--- src/rtl/sbr_pkg.sv ---
// Package: shared constants and helpers for the serial bit-rate tick generator.
// Assumes: prescale codes are 2 bits; divisors are powers of four.
package sbr_pkg;

    localparam int unsigned PRE_CODE_W = 2;
    localparam int unsigned PRE_MAX    = 64;
    localparam int unsigned PRE_W      = $clog2(PRE_MAX);

    typedef enum logic [PRE_CODE_W-1:0] {
        PRE_DIV1  = 2'd0,
        PRE_DIV4  = 2'd1,
        PRE_DIV16 = 2'd2,
        PRE_DIV64 = 2'd3
    } pre_code_e;

    // Terminal count (divisor minus one) for a prescale code.
    function automatic logic [PRE_W-1:0] pre_last(input logic [PRE_CODE_W-1:0] code);
        logic [PRE_W:0] div;
        div = (PRE_W+1)'(1) << (2 * code);
        return PRE_W'(div - 1'b1);
    endfunction

endpackage

--- src/rtl/sbr_ext_sync.sv ---
// Module: sbr_ext_sync
// Brings the asynchronous external clock into the clk domain and emits a
// one-cycle pulse for each rising edge seen at the synchronizer output.
// Assumes: ext_clk high and low phases each last at least two clk cycles.
module sbr_ext_sync #(
    parameter int unsigned STAGES = 2
) (
    input  logic clk,
    input  logic rst_n,
    input  logic ext_clk,
    output logic rise
);

    logic [STAGES-1:0] sync_q;
    logic              last_q;

    // Shift the external level through the synchronizer and keep the prior output.
    always_ff @(posedge clk) begin
        if (!rst_n) begin
            sync_q <= '0;
            last_q <= 1'b0;
        end else begin
            sync_q <= {sync_q[STAGES-2:0], ext_clk};
            last_q <= sync_q[STAGES-1];
        end
    end

    // Rising edge of the synchronized level.
    always_comb rise = sync_q[STAGES-1] & ~last_q;

    // an edge pulse never lasts two cycles.
    assert_rise_single_R7: assert property (@(posedge clk) disable iff (!rst_n)
        rise |=> !rise);

endmodule

--- src/rtl/sbr_os_div.sv ---
// Module: sbr_os_div
// Produces the oversampling enable. In internal mode a prescaler (1/4/16/64)
// feeds a rate counter dividing by rate+1. In external mode each synchronized
// rising edge is forwarded instead.
// Assumes: configuration changes only together with a restart.
module sbr_os_div
    import sbr_pkg::*;
#(
    parameter int unsigned RATE_W = 8
) (
    input  logic                  clk,
    input  logic                  restart,
    input  logic [PRE_CODE_W-1:0] presc,
    input  logic [RATE_W-1:0]     rate,
    input  logic                  ext_sel,
    input  logic                  ext_rise,
    output logic                  os_en
);

    logic [PRE_W-1:0]  pre_cnt;
    logic [RATE_W-1:0] rate_cnt;
    logic [PRE_W-1:0]  pre_term;
    logic              pre_pulse;
    logic              int_pulse;

    // Decode the prescale terminal count and the stage strobes.
    always_comb begin
        pre_term  = pre_last(presc);
        pre_pulse = (pre_cnt >= pre_term);
        int_pulse = pre_pulse && (rate_cnt >= rate);
    end

    // Advance the prescaler and rate counters; register the chosen source.
    always_ff @(posedge clk) begin
        if (restart) begin
            pre_cnt  <= '0;
            rate_cnt <= '0;
            os_en    <= 1'b0;
        end else begin
            os_en <= ext_sel ? ext_rise : int_pulse;
            if (pre_pulse) begin
                pre_cnt  <= '0;
                rate_cnt <= (rate_cnt >= rate) ? '0 : rate_cnt + 1'b1;
            end else begin
                pre_cnt  <= pre_cnt + 1'b1;
            end
        end
    end

    // the prescaler never runs past the selected divisor.
    assert_pre_bound_R2: assert property (@(posedge clk) disable iff (restart)
        pre_cnt <= pre_term);

    // for a divide ratio above one the enable is a single-cycle pulse.
    assert_os_single_R3: assert property (@(posedge clk) disable iff (restart)
        (os_en && !ext_sel && (pre_term != '0 || rate != '0)) |=> !os_en);

    // in external mode every enable comes from a detected edge.
    assert_ext_source_R7: assert property (@(posedge clk) disable iff (restart)
        (os_en && ext_sel && $past(ext_sel)) |-> $past(ext_rise));

endmodule

--- src/rtl/sbr_pulse_div.sv ---
// Module: sbr_pulse_div
// Counts input pulses and emits a registered pulse one cycle after every
// DIV-th input pulse.
// Assumes: DIV >= 2.
module sbr_pulse_div #(
    parameter int unsigned DIV = 32
) (
    input  logic clk,
    input  logic restart,
    input  logic pulse_in,
    output logic pulse_out
);

    localparam int unsigned CNT_W = $clog2(DIV);
    localparam logic [CNT_W-1:0] LAST = CNT_W'(DIV - 1);

    logic [CNT_W-1:0] cnt;

    // Count input pulses and flag the terminal one.
    always_ff @(posedge clk) begin
        if (restart) begin
            cnt       <= '0;
            pulse_out <= 1'b0;
        end else begin
            pulse_out <= pulse_in && (cnt == LAST);
            if (pulse_in) begin
                cnt <= (cnt == LAST) ? '0 : cnt + 1'b1;
            end
        end
    end

    // an output pulse always follows an input pulse.
    assert_out_follows_in_R4: assert property (@(posedge clk) disable iff (restart)
        pulse_out |-> $past(pulse_in));

endmodule

--- src/rtl/sbr_tick_gen.sv ---
// Module: sbr_tick_gen (top)
// Serial timing chain: oversampling enable -> bit tick (/OS_RATIO) ->
// frame tick (/FRAME_BITS). Restart on reset or any configuration write.
// Assumes: cfg_* levels are stable between cfg_wr strobes.
module sbr_tick_gen
    import sbr_pkg::*;
#(
    parameter int unsigned RATE_W     = 8,
    parameter int unsigned OS_RATIO   = 32,
    parameter int unsigned FRAME_BITS = 10,
    parameter int unsigned SYNC_DEPTH = 2
) (
    input  logic                  clk,
    input  logic                  rst_n,
    input  logic [PRE_CODE_W-1:0] cfg_presc,
    input  logic [RATE_W-1:0]     cfg_rate,
    input  logic                  cfg_ext_sel,
    input  logic                  cfg_wr,
    input  logic                  ext_clk,
    output logic                  os_en,
    output logic                  bit_tick,
    output logic                  frame_tick
);

    logic restart;
    logic ext_rise;

    // Counters restart on reset or on a configuration write.
    always_comb restart = !rst_n || cfg_wr;

    sbr_ext_sync #(.STAGES(SYNC_DEPTH)) u_sync (
        .clk     (clk),
        .rst_n   (rst_n),
        .ext_clk (ext_clk),
        .rise    (ext_rise)
    );

    sbr_os_div #(.RATE_W(RATE_W)) u_os (
        .clk      (clk),
        .restart  (restart),
        .presc    (cfg_presc),
        .rate     (cfg_rate),
        .ext_sel  (cfg_ext_sel),
        .ext_rise (ext_rise),
        .os_en    (os_en)
    );

    sbr_pulse_div #(.DIV(OS_RATIO)) u_bit (
        .clk       (clk),
        .restart   (restart),
        .pulse_in  (os_en),
        .pulse_out (bit_tick)
    );

    sbr_pulse_div #(.DIV(FRAME_BITS)) u_frame (
        .clk       (clk),
        .restart   (restart),
        .pulse_in  (bit_tick),
        .pulse_out (frame_tick)
    );

    // the cycle after a configuration write is quiet on every output.
    assert_quiet_after_write_R6: assert property (@(posedge clk) disable iff (!rst_n)
        $past(cfg_wr) |-> (!os_en && !bit_tick && !frame_tick));

    // a frame tick is always preceded by a bit tick.
    assert_frame_on_bit_R5: assert property (@(posedge clk) disable iff (restart)
        frame_tick |-> $past(bit_tick));

endmodule

--- config.mk ---
export PLATFORM = sky130hd
export DESIGN_NAME = sbr_tick_gen
export DESIGN_NICKNAME = d
export VERILOG_FILES = /design/src/rtl/sbr_pkg.sv /design/src/rtl/sbr_ext_sync.sv /design/src/rtl/sbr_os_div.sv /design/src/rtl/sbr_pulse_div.sv /design/src/rtl/sbr_tick_gen.sv
export SDC_FILE = /design/constraint.sdc
export NUM_CORES = 1
export LEC_CHECK = 0
export BUFFER_PORTS_ARGS = -buffer_cell sky130_fd_sc_hd__buf_4
export CAP_MARGIN = 25
export CORE_MARGIN = 4
export CORE_UTILIZATION = 57
export CTS_CLUSTER_SIZE = 25
export DETAILED_ROUTE_END_ITERATION = 10
export PLACE_DENSITY = 0.78
export SETUP_SLACK_MARGIN = 0.1
export SLEW_MARGIN = 10
export SYNTH_ARGS = -nofsm -noshare
export SYNTH_HDL_FRONTEND = slang
export SYNTH_SLANG_ARGS = --single-unit
--- constraint.sdc ---
create_clock -name clk -period 2.7 [get_ports clk]
set_input_delay 0.54 -clock clk [delete_from_list [all_inputs] [get_ports clk]]
set_output_delay 0.54 -clock clk [all_outputs]
set_load 0.02 [all_outputs]
After elaboration in Yosys (flattened, before gate mapping)
Index checks and enable logic that the tools add are counted.

Register bits: 29. Input bits: 15. Output and inout bits: 3. Logic and storage cells: 31.

Add/sub/neg operators: 5. $lt $le $gt $ge: 2. Equal/unequal tests: 2. Shifts and indexed selects: 1. Muxes and demuxes: 4. Bitwise logic cells: 2. Reductions and logical operators: 6.

Operators by type and width (count): 8-bit by 1-bit adder with 8-bit output, second input constant (1); 8-bit greater-or-equal comparator (1); 8-bit 2-to-1 mux (1); 6-bit by 1-bit adder with 6-bit output, second input constant (1); 6-bit greater-or-equal comparator (1); 1-bit by 3-bit << shifter with 6-bit output, first input constant (1); 6-bit by 1-bit subtractor with 6-bit output, second input constant (1); 5-bit by 1-bit adder with 5-bit output, second input constant (1); 5-bit equality test, second input constant (1); 5-bit 2-to-1 mux (1); 4-bit by 1-bit adder with 4-bit output, second input constant (1); 4-bit equality test, second input constant (1); 4-bit 2-to-1 mux (1); 1-bit logical AND (3); 2-bit OR reduction (1); 1-bit bitwise AND (1); 1-bit logical NOT (1); 1-bit logical OR (1); 1-bit 2-to-1 mux (1); 1-bit NOT (1).

Logic depth before layout (Yosys ltp)
Gate-level depths: netlist of the first run.

Depth in word-level cells: 5. Depth in mapped cells: 8. Depth with buffers taken out: 7.

Hierarchy
A second synthesis of the first run with hierarchy kept.

Cell total of the unflattened synthesis: 173. Area total of the unflattened synthesis: 1599.0 µm².

Modules (own cells, without submodules): sbr_os_div (instances 1, cells each 116, area each 1012.2 µm², sequential area each 300.3 µm²); sbr_pulse_div at u_bit (instances 1, cells each 28, area each 274.0 µm², sequential area each 120.1 µm²); sbr_pulse_div at u_frame (instances 1, cells each 21, area each 214.0 µm², sequential area each 100.1 µm²); sbr_ext_sync (instances 1, cells each 7, area each 92.6 µm², sequential area each 60.1 µm²); sbr_tick_gen (instances 1, cells each 1, area each 6.3 µm², sequential area each 0.0 µm²).

Least setup slack after synthesis of the first run
Ideal clock, no wire load.

Kind: input-to-reg. From: input port cfg_presc[1]. To: register u_os.os_en. Setup time: 117 ps. Arrival time: 1951 ps. Data required time: 2583 ps. Slack: 632 ps. Cell stages on the path: 7. Buffers on the path: 0. Path through: or2_1 ha_1 nand2b_1 a21o_1 a211oi_4 nor3_1 a22o_1.

Cells in the longest elaborated chain, start to end: 5.

Ends and longest elaborated chain: from (decl) (line sbr_tick_gen.sv:15) `input logic [PRE_CODE_W-1:0] cfg_presc,`; 1-bit by 3-bit << shifter with 6-bit output (line sbr_pkg.sv:19) `div = (PRE_W+1)'(1) << (2 * code);`; 6-bit by 1-bit subtractor with 6-bit output (line sbr_pkg.sv:20) `return PRE_W'(div - 1'b1);`; 6-bit greater-or-equal comparator (line sbr_os_div.sv:29) `pre_pulse = (pre_cnt >= pre_term);`; 1-bit logical AND (line sbr_os_div.sv:30) `int_pulse = pre_pulse && (rate_cnt >= rate);`; 1-bit 2-to-1 mux (line sbr_os_div.sv:40) `os_en <= ext_sel ? ext_rise : int_pulse;`; to (signal assigned) (line sbr_os_div.sv:40); to (decl) (line sbr_os_div.sv:17) `output logic os_en`.

Every way passes these cells. A chain may end at the register's enable or synchronous reset.

Final worst setup path of the first run
From: input port cfg_presc[1]. To: register u_os.rate_cnt[3].

Cells in the longest elaborated chain, start to end: 3.

Ends and longest elaborated chain: 1-bit by 3-bit << shifter with 6-bit output (line sbr_pkg.sv:19); 6-bit by 1-bit subtractor with 6-bit output (line sbr_pkg.sv:20); 6-bit greater-or-equal comparator (line sbr_os_div.sv:29); to (signal assigned) (line sbr_os_div.sv:43) `rate_cnt <= (rate_cnt >= rate) ? '0 : rate_cnt + 1'b1;`; to (decl) (line sbr_os_div.sv:21) `logic [RATE_W-1:0] rate_cnt;`.

Every way passes these cells.

==> results of run 1 <==
[cells in the final DEF (no fill, tap or decap), types with 3 or more instances in the layout]
cell type	Yosys	layout
a21o_1	3	3
a21oi_1	3	3
a22o_1	7	7
and2_1	3	3
and3_1	8	8
buf_4	1	17
clkbuf_4	0	5
dfxtp_1	29	29
ha_1	18	18
inv_1	14	14
nand2_1	6	6
nand2b_1	4	4
nand3_1	6	6
nor2_1	18	18
nor2b_1	7	7
nor3_1	3	3
nor3b_1	3	3
o21ai_1	3	3
o31ai_1	6	6
xnor2_1	3	3
xor2_1	3	3
[power by group]
part / internal, mW / total, mW / switching [mW]
combinational: 0.0326 / 0.0672 / 0.0347
clock: 0.221 / 0.371 / 0.150
sequential: 0.431 / 0.434 / 0.00254
total: 0.685 / 0.872 / 0.187
[worst max-delay path: stages]
cell	delay [ps]
buf_4	120
or2_1	240
ha_1	270
nand2b_1	90
a21o_1	190
a21o_1	350
o31ai_1	140
a22o_1	250
[layout make-up]
cell class	count	area share
sequential	29	0.313
inverter	14	0.0284
clock inverter	1	0.0162
clock buffer	7	0.0297
timing repair buffer	17	0.0689
multi-input combinational	128	0.523
tap	31	0.0209
[registers in the layout, indices dropped and copies added (netlist names)]
signal             cells
u_os.os_en             1
u_bit.pulse_out        1
u_bit.cnt              5
u_sync.sync_q          2
u_frame.pulse_out      1
u_frame.cnt            4
u_os.rate_cnt          8
u_os.pre_cnt           6
u_sync.last_q          1
[metrics by stage]
step           total power [mW]  cell area, µm²  std cells  utilization
2_1_floorplan             0.487            1620        174            -
3_3_place_gp              0.507            1770        219        0.647
3_5_place_dp              0.511            1770        219        0.647
4_1_cts                   0.884            1850        227        0.678
5_1_grt                   0.919            1850        227        0.678
6_report                  0.872            1850        227        0.678
[logic make-up after synthesis]
| family | Yosys count | synth area share |
|---|---|---|
| compound gates | 36 | 0.187 |
| mux | 3 | 0.0193 |
| simple gates | 65 | 0.219 |
| buf+inv | 17 | 0.0462 |
| fa+ha+maj | 18 | 0.139 |
| flops | 29 | 0.357 |
| xor+xnor | 6 | 0.0324 |
[worst paths after layout]
kind	startpoint	endpoint	slack [ps]	cells past startpoint
setup / recovery	cfg_presc[1]	u_os.rate_cnt[3]	740	8
setup reg to reg	u_os.pre_cnt[0]	u_os.os_en	860	7
hold reg to reg	u_sync.sync_q[0]	u_sync.sync_q[1]	450	1
hold / removal	ext_clk	u_sync.sync_q[0]	420	2
[layer usage]
metal,up-vias,track usage
li1,660,-
met1,615,0.204
met2,21,0.328
met3,4,0.0818
met4,0,0.0727
met5,-,0
==> summary.md, run 1 <==
| Metric | Value |
|---|---|
| Status | completed |
| Drt pass-1 iters | 4 |
| Clock sink count | 29 |
| Top cells by count, synth | dfxtp_1, ha_1, nor2_1, inv_1, and3_1 |
| I/O pin count | 18 |
| Met2 wire length | ~1500 µm |
| Maximum capacitance violations | 0 |
| Hold Crit Class | in2reg |
| Mean post-synth cell area | 9.33 µm² |
| Port Buffers | 17 |
| FP Rows | 19 |
| Number of vias per cell | 5.73 |
| Largest net degree at the start of global routing | 13 |
| Total number of vias | 1300 |
| Die area | 0.00377 mm² |
| Antenna violations before repair | 0 |
| Starting Density | 0.594 |
| TritonCTS clock tree | built |
| Pleak | 0.860 nW |
| Mapped Area | 0.00162 mm² |
| Drt initial violations | 62 |
| Highest routed layer | met4 |
| GRT Total Usage | 0.189 |
| Worst-path clk slew | roughly 90 ps |
| Htree depth | 2 |
| Critical path data arrival time | 2190 ps |
| Sequential share of the synthesized area | 0.357 |
| Rel. slew slack | 0.684 |
| Most common cell in the synthesized netlist | dfxtp_1 |
| Yosys top cell area share | 0.357 |
| Die X | roughly 60 µm |
| Unique cell type count in the Yosys netlist | 42 |
| Root buf cell | clkbuf_4 |
| Num CTS Buffers | 5 |
| EDFF count, synth | 0 |
| Unrepaired setup endpoints after global routing | no |
| Area Overhead vs Synth | 14.1% |
| WL met1 | around 1300 µm |
| WS Path Type | in2reg |
| FFs w/ async S/R, synth | 0 |
| Hold WS | 423 ps |
| CTS Buffer Depth | 2 |
| Grt ovf | 0 |
| Wire per inst | between 10 and 15 µm |
| # diodes | 0 |
| Core area | 0.00273 mm² |
| Footprint of the multi-input gates | 968 µm² |
| Minimum clock period | between 1500 and 2000 ps |
| Peak supply drop | 393 µV |
| Dominant cell type by area after synthesis | dfxtp_1 |
| Fin. Hold Viols | 0 |
| # nets final | 228 |
| Seq cells post-synth | 29 |
| Setup repair bufs after CTS | 0 |
| # resized after CTS | 0 |
| Slew Limit Fails | 0 |
| Worst-path fanout max | 11 |
| Ys Warns | 0 |
| CP Data Required Time | 2930 ps |
| PwrDens | around 470 mW/mm² |
| Routed wire length | 2980 µm |
| Worst slack, placed | between 300 and 400 ps |
| PnR worst setup slack | 740 ps |
| Endpoints failing setup | 0 |
| Post-DP HPWL | between 2000 and 2500 µm |
| First-pass GRT wire length | 5110 µm |
| Syn nets | 207 |
| Commonest register cell after synthesis | dfxtp_1 |
| Reg area | 581 µm² |
| ANT nets after route | 0 |
| Routability cong. | 0.786 |
| Worst Tran Pin Value | about 470 ps |
| Synth area leaders | dfxtp_1, ha_1, nor2_1 |
| CTS hold repair buffers | 0 |
| Clk Latency, worst-skew pair | 330 ps |
| Vias in the first global route | 1227 |
| Skew final | between 6 and 7 ps |
| Layout cells sized above 1 | 0.173 |
| Critical Path Source Type | input port |
| Chip height | 61.4 µm |
| Fin Setup TNS | 0 ps |
| Fmax | about 500 MHz |
| Cells after Synth | 174 |
| FILL cells | 225 |
| DRC viols | 0 |
| Period utilization | 0.726 |
| CP Capture Type | flip-flop |
| Wire length on met3 | 145 µm |
No activity file was read; power rests on OpenSTA's default activity.
==> run 2, diff against run 1 <==
CORE_UTILIZATION = 52   (was 57)
PLACE_DENSITY = 0.75   (was 0.78)
clock period = 1.79 ns   (was 2.7 ns; I/O delays follow)
==> run 2 against run 1 <==
  * Via count up 3.8%
  * First-iteration DRC count down 44%
  * Total power up 40%
  * Sequential share of layout area is 4.8 points lower
  * Clock-buffer cell count is the same
  * Utilization is 6.0 points higher
  * Routed wire length up 18%
  * Cell area increased by 21%
  * Cell count up 13%
  * Global-route usage shrank 0.36 points
  * Clock skew increased by 2.3 ps
  * Critical endpoint is now u_os.rate_cnt[7]
  * Largest cell class unchanged
  * Largest power group unchanged
  * Highest routed layer unchanged
==> summary.md, run 2 (synthesis gave the netlist of run 1 again) <==
| Metric | Value |
|---|---|
| Worst R2R Path Depth | 6 (-1) |
| Period utilization | 0.949 |
| Starting Density | 0.536 (-0.0577) |
| CTS hold repair buffers | 0 (unchanged) |
| Hold Crit Class | in2reg |
| # diodes | 0 (unchanged) |
| Minimum clock period | around 1700 ps |
| Most frequent cells in the layout | buf_4, dfxtp_1, nor2_1, inv_1, ha_1 |
| Antenna violations before repair | 0 (unchanged) |
| Max FFs per register | 8 (unchanged) |
| Die area | 0.00408 mm² (+8.3%) |
| Chip height | 63.9 µm (+4.1%) |
| R2R Setup Slk | 100 ps (-760 ps) |
| Drt pass-1 iters | 4 (unchanged) |
| Worst-path fanout max | 6 (-5) |
| I/O pin count | 18 (unchanged) |
| Footprint of the multi-input gates | 0.00120 mm² (+24%) |
| Hold path depth | 2 (unchanged) |
| CTS Buffer Depth | 2 (unchanged) |
| Endpoints failing setup | 0 (unchanged) |
| Hold WS | 234 ps (-189 ps) |
| Worst Tran Pin Value | 348 ps (-126 ps) |
| Port Buffers | 17 (unchanged) |
| Critical Path Source Type | input port |
| Fmax | 588 MHz |
| Top Registers | u_os.rate_cnt: 8 flops, u_os.pre_cnt: 6 flops, u_bit.cnt: 5 flops |
| ANT nets after route | 0 (unchanged) |
| Fin. Hold Viols | 0 (unchanged) |
| Drt initial violations | 35 (-44%) |
| Number of vias per cell | 5.25 (-8.3%) |
| Largest net degree at the start of global routing | 9 (-4) |
| Total number of vias | 1350 (+3.8%) |
| Wire per inst | 13.7 µm (+4.4%) |
| # nets final | 246 (+7.9%) |
| Layout cells sized above 1 | 0.408 (+0.235) |
| Grt ovf | 0 (unchanged) |
| Vias in the first global route | 1419 (+16%) |
| Worst slack, placed | -274 ps (-659 ps) |
| Area Overhead vs Synth | 37.6% |
| Routability cong. | 0.780 (-0.81%) |
| Commonest non-fill, non-tap cell in the layout | buf_4 |
| FP Rows | 20 (+1) |
| Root buf cell | clkbuf_4 |
| Core area | 0.00303 mm² (+11%) |
| WS Path Type | in2reg |
| GRT Total Usage | 0.186 (-0.00361) |
| Status | completed |
| Htree depth | 2 (unchanged) |
| FILL cells | 204 (-9.3%) |
| Largest register by flop count | u_os.rate_cnt |
| Die X | 63.9 µm (+4.1%) |
| Peak supply drop | 424 µV (+7.9%) |
| Layout Cells excl Fill | 257 (+13%) |
| Skew final | 8.33 ps (+2.33 ps) |
| CP Data Required Time | 2020 ps (-910 ps) |
| Routed wire length | 3530 µm (+18%) |
| Clock sink count | 29 (unchanged) |
| PnR worst setup slack | 90.7 ps (-649 ps) |
| Maximum capacitance violations | 0 (unchanged) |
| Clk Latency, worst-skew pair | 340 ps (about the same) |
| Num CTS Buffers | 5 (unchanged) |
| First-pass GRT wire length | 5900 µm (+16%) |
| Rel. slew slack | 0.768 (+0.0838) |
| Critical path data arrival time | 1930 ps (-260 ps) |
| Unrepaired setup endpoints after global routing | yes |
| Slew Limit Fails | 0 (unchanged) |
| DRC viols | 0 (unchanged) |
| PwrDens | 548 mW/mm² (+16%) |
| TritonCTS clock tree | built |
| Post-DP HPWL | 2490 µm (+5.2%) |
| Pleak | 0.974 nW (+13%) |
| Placed Instances | 244 (+11%) |
| Worst-path clk slew | 80 ps (about the same) |
| Reg area | 593 µm² (+2.2%) |
| CP Capture Type | flip-flop |
-- run 2: timing repair --
action | CTS | global route
endpoints found under the setup margin | 12 | 14
resized for setup | 19 | 29
buffers inserted | 3 | 3
pin swaps | 12 | 17
-- run 2: cell type report --
| cell class | count | share of cell area |
|---|---|---|
| multi-input cells | 128 | 0.539 |
| flip-flops and latches | 29 | 0.265 |
| repair buffers | 35 | 0.123 |
| clock buffers | 7 | 0.0246 |
| well taps | 44 | 0.0246 |
| inverters | 14 | 0.0235 |
-- run 2: final timing paths --
kind,start,to
setup / recovery,cfg_presc[1],u_os.rate_cnt[7]
hold / removal,ext_clk,u_sync.sync_q[0]
setup reg to reg,u_os.rate_cnt[3],u_os.rate_cnt[5]
hold reg to reg,u_sync.sync_q[0],u_sync.sync_q[1]
-- run 2: critical path, stage by stage --
cell and delay (ps):
buf_4 110, or2_4 240, ha_4 230, nand2b_4 130, a21o_4 230, a211oi_4 320
nor3_4 110, a22o_1 200
-- run 2: report_power, final --
part	total, mW	switching [mW]	leakage (nW)	internal (mW)
Combinational	0.162	0.0751	0.704	0.0867
Sequential	0.652	0.00351	0.239	0.649
Clock	0.410	0.225	0.0314	0.185
Total	1.22	0.304	0.974	0.920
-- run 2: layer usage --
layer  global-route usage  vias up  part of all wire
met3               0.0598       11             0.035
met5                    0        -                 0
li1                     -      693                 -
met4               0.0755        0             0.023
met2                0.341       21              0.52
met1                0.193      625              0.42
-- run 2: through the flow --
stage	cell area [µm²]	TNS, ps	power (mW)	utilization
global route	2230	0	1.28	0.738
finish	2230	0	1.22	0.738
global placement	1870	-2520	0.777	0.619
detailed placement	1870	-3370	0.784	0.619
floorplan	1620	-39.7	0.735	-
CTS	2050	0	1.20	0.676
==> run 3, diff against run 2 <==
SYNTH_HIERARCHICAL = 1   (was not set)
==> run 3 against run 2 <==
  * The run now ends with setup timing left
  * Via count is 1.3% higher
  * Utilization is 0.69 points lower
  * Cell area is 6.7% lower
  * Cell count is 3.5% lower
  * Global-route usage hardly changed
  * Total power is 9.9% higher
  * Synthesized area is 1.5% lower
  * First-iteration DRC count is 8.6% higher
  * Critical endpoint is now u_os/rate_cnt[3]
  * Critical path depth is 1 lower
  * Sequential power hardly changed
  * Highest routed layer unchanged
  * Sequential share of layout area is 1.6 points higher
  * Largest cell class unchanged
==> summary.md, run 3 <==
| Metric | Value |
|---|---|
| Status | complete, but fails checks |
| WS Path Type | reg2reg |
| Peak supply drop | 611 µV (+44%) |
| Commonest register cell after synthesis | dfxtp_1 |
| CTS Buffer Depth | 2 (unchanged) |
| TritonCTS clock tree | built |
| Number of vias per cell | 5.52 (+5.0%) |
| Critical Path Source Type | flip-flop |
| Commonest non-fill, non-tap cell in the layout | buf_4 |
| Top Registers | u_os/rate_cnt: 8 flops, u_os/pre_cnt: 6 flops, u_bit/cnt: 5 flops |
| Hold Crit Class | in2reg |
| Failing checks | setup timing |
| Most frequent cells in the layout | buf_4, dfxtp_1, nor2_1, ha_1, inv_1 |
| Mapped Area | 0.00160 mm² (-1.5%) |
| # diodes | 0 (unchanged) |
| Slew Limit Fails | 0 (unchanged) |
| Routed wire length | 3550 µm (+0.57%) |
| Core area | 0.00285 mm² (-5.8%) |
| CP startpoint | u_os/rate_cnt[1] |
| Antenna violations before repair | 0 (unchanged) |
| Layout cells sized above 1 | 0.336 (-0.0720) |
| Drt initial violations | 38 (+8.6%) |
| Rel. slew slack | 0.744 (-0.0238) |
| Hold WS | 238 ps (+3.68 ps) |
| Largest register by flop count | u_os/rate_cnt |
| Fin. Hold Viols | 0 (unchanged) |
| Critical path cell sequence | ha_4, nor2b_4, o211ai_1, a311oi_4, buf_4, o31ai_1, a22o_1 |
| Ys Warns | 6 (+6) |
| Critical path depth | 7 (-1) |
| # nets final | 249 (+1.2%) |
| Maximum capacitance violations | 0 (unchanged) |
| Fmax | 534 MHz (-9.2%) |
| R2R Setup Slk | -80 ps (-180 ps) |
| Critical path data arrival time | 2090 ps (+160 ps) |
| Unrepaired setup endpoints after global routing | yes |
| Period utilization | 1.05 (+0.0959) |
| Setup crit end | u_os/rate_cnt[3] |
| Total number of vias | 1368 (+1.3%) |
| Seq cells post-synth | 29 (unchanged) |
| Max FFs per register | 8 (unchanged) |
| Post-DP Area | 0.00192 mm² (+2.6%) |
| Layout Cell Area excl Fill | 0.00209 mm² (-6.7%) |
| Most common cell in the synthesized netlist | dfxtp_1 |
| Crit path buffers/inverters | 1 (unchanged) |
| Area Overhead vs Synth | 30.4% |
| Clk Latency, worst-skew pair | 320 ps (-20 ps) |
| Pleak | 0.973 nW (about the same) |
| CP Capture Type | flip-flop |
| Clock sink count | 29 (unchanged) |
| Worst-path clk slew | 90 ps (about the same) |
| Worst R2R Path Depth | 7 (+1) |
| Worst-path fanout max | 5 (-1) |
| Worst path slowest cell | a311oi_4 |
| EDFF count, synth | 0 (unchanged) |
| Synth area leaders | dfxtp_1, ha_1, nor2_1 |
| Worst Tran Pin Value | 384 ps (+35.7 ps) |
| ANT nets after route | 0 (unchanged) |
| Skew final | 5.87 ps (-2.46 ps) |
| Root buf cell | clkbuf_4 |
| Port Buffers | 17 (unchanged) |
| Minimum clock period | 1870 ps (+172 ps) |
| Worst r2r dst | u_os/rate_cnt[3] |
| Die area | 0.00403 mm² (-1.3%) |
| Hold path depth | 2 (unchanged) |
| Endpoints failing setup | 7 (+7) |
| Unique cell type count in the Yosys netlist | 40 (-4.8%) |
| PnR worst setup slack | -81.1 ps (-172 ps) |
| CP Data Required Time | 2000 ps (-20 ps) |
| Chip height | 63.5 µm (-0.67%) |
| RR Startpoint | u_os/rate_cnt[1] |
| FFs w/ async S/R, synth | 0 (unchanged) |
| Dominant cell type by area after synthesis | dfxtp_1 |
| Post-DP HPWL | 2670 µm (+7.0%) |
| Grt ovf | 0 (unchanged) |
| Top cells by count, synth | dfxtp_1, ha_1, nor2_1, inv_1, nand2_1 |
| Sequential share of the synthesized area | 0.363 (+0.00559) |
| Wire per inst | 14.3 µm (+4.2%) |
| Starting Density | 0.561 (+0.0242) |
| PwrDens | 645 mW/mm² (+18%) |
| Vias in the first global route | 1353 (-4.7%) |
| Cells after Synth | 173 (-0.57%) |
| GRT Total Usage | 0.186 (+0.000198) |
| CTS hold repair buffers | 0 (unchanged) |
| Syn nets | 206 (-0.48%) |
| Drt pass-1 iters | 4 (unchanged) |
| DRC viols | 0 (unchanged) |
| FP Rows | 19 (-5.0%) |
| Htree depth | 2 (unchanged) |
| Num CTS Buffers | 5 (unchanged) |
| Largest net degree at the start of global routing | 18 (+9) |
| Die X | 63.5 µm (-0.67%) |
| Top Family by Delay on Critical Path | compound AO/OA/AOI/OAI gates |
| Mean post-synth cell area | 9.24 µm² (-0.97%) |
| Routability cong. | 0.850 (+9.1%) |
| I/O pin count | 18 (unchanged) |
| Yosys top cell area share | 0.363 (+0.00559) |
| First-pass GRT wire length | 5920 µm (+0.36%) |
| Max incr delay on CP | 450 ps (+130 ps) |
-- run 3: cell types whose count changed after synthesis, sizes merged, moves of 2 or more --
cell	delta
nor3	-3
nand3	-2
nor2b	+2
a21o	-3
nand4	+2
nand2	+2
a21oi	+4
o21ai	-2
a211oi	-2
-- run 3: final cells by class --
cell class	count	area [µm²]
clock buffers	7	55.1
clock inverters	1	30.0
fillers	216	767
inverters	15	56.3
multi-input cells	126	1020
flip-flops and latches	29	587
well taps	31	38.8
repair buffers	39	297
-- run 3: through the flow --
| step | setup WS [ps] | utilization | std cells | total power [mW] | setup TNS, ps |
|---|---|---|---|---|---|
| finish | -81.1 | 0.731 | 248 | 1.35 | -417 |
| global route | -183 | 0.731 | 248 | 1.40 | -1240 |
| CTS | -56.2 | 0.717 | 247 | 1.35 | -199 |
| detailed placement | -254 | 0.674 | 238 | 0.795 | -2110 |
| global placement | -194 | 0.674 | 238 | 0.786 | -1540 |
| floorplan | -50.4 | - | 173 | 0.739 | -254 |
-- run 3: cell families after synthesis --
| logic type | Yosys count | synth area share |
|---|---|---|
| mux | 4 | 0.0258 |
| xor+xnor | 6 | 0.0329 |
| simple gates | 65 | 0.230 |
| flops | 29 | 0.363 |
| buf+inv | 18 | 0.0469 |
| fa+ha+maj | 18 | 0.141 |
| compound gates | 33 | 0.160 |
-- run 3: routing by layer --
metal  GRT usage  share of wire  wire length (µm)  vias to the layer above
met5           0              0                 0                        -
met4      0.0728          0.025                89                        0
met3      0.0462          0.036               126                       11
met2       0.330           0.52              1860                       24
met1       0.212           0.41              1470                      636
li1            -              -                 -                      697
-- run 3: where the power goes --
part	switching (mW)	leakage [nW]	internal, mW	total (mW)
clock network	0.224	0.0455	0.333	0.558
logic	0.0611	0.691	0.0718	0.133
registers	0.00424	0.237	0.650	0.654
total	0.290	0.973	1.06	1.35
-- run 3: what timing repair did --
| action | in CTS | in global routing |
|---|---|---|
| endpoints found under the setup margin | 9 | 12 |
| setup buffers | 1 | 1 |
| resized for setup | 6 | 10 |
| pin swaps | 8 | 5 |
-- run 3: how the worst min path moves through the flow --
stage                           from                to  slack (ps)
floorplan           u_sync/sync_q[0]  u_sync/sync_q[1]         410
global placement    u_sync/sync_q[0]  u_sync/sync_q[1]         420
detailed placement  u_sync/sync_q[0]  u_sync/sync_q[1]         440
CTS                          ext_clk  u_sync/sync_q[0]         230
global route                 ext_clk  u_sync/sync_q[0]         240
finish                       ext_clk  u_sync/sync_q[0]         240
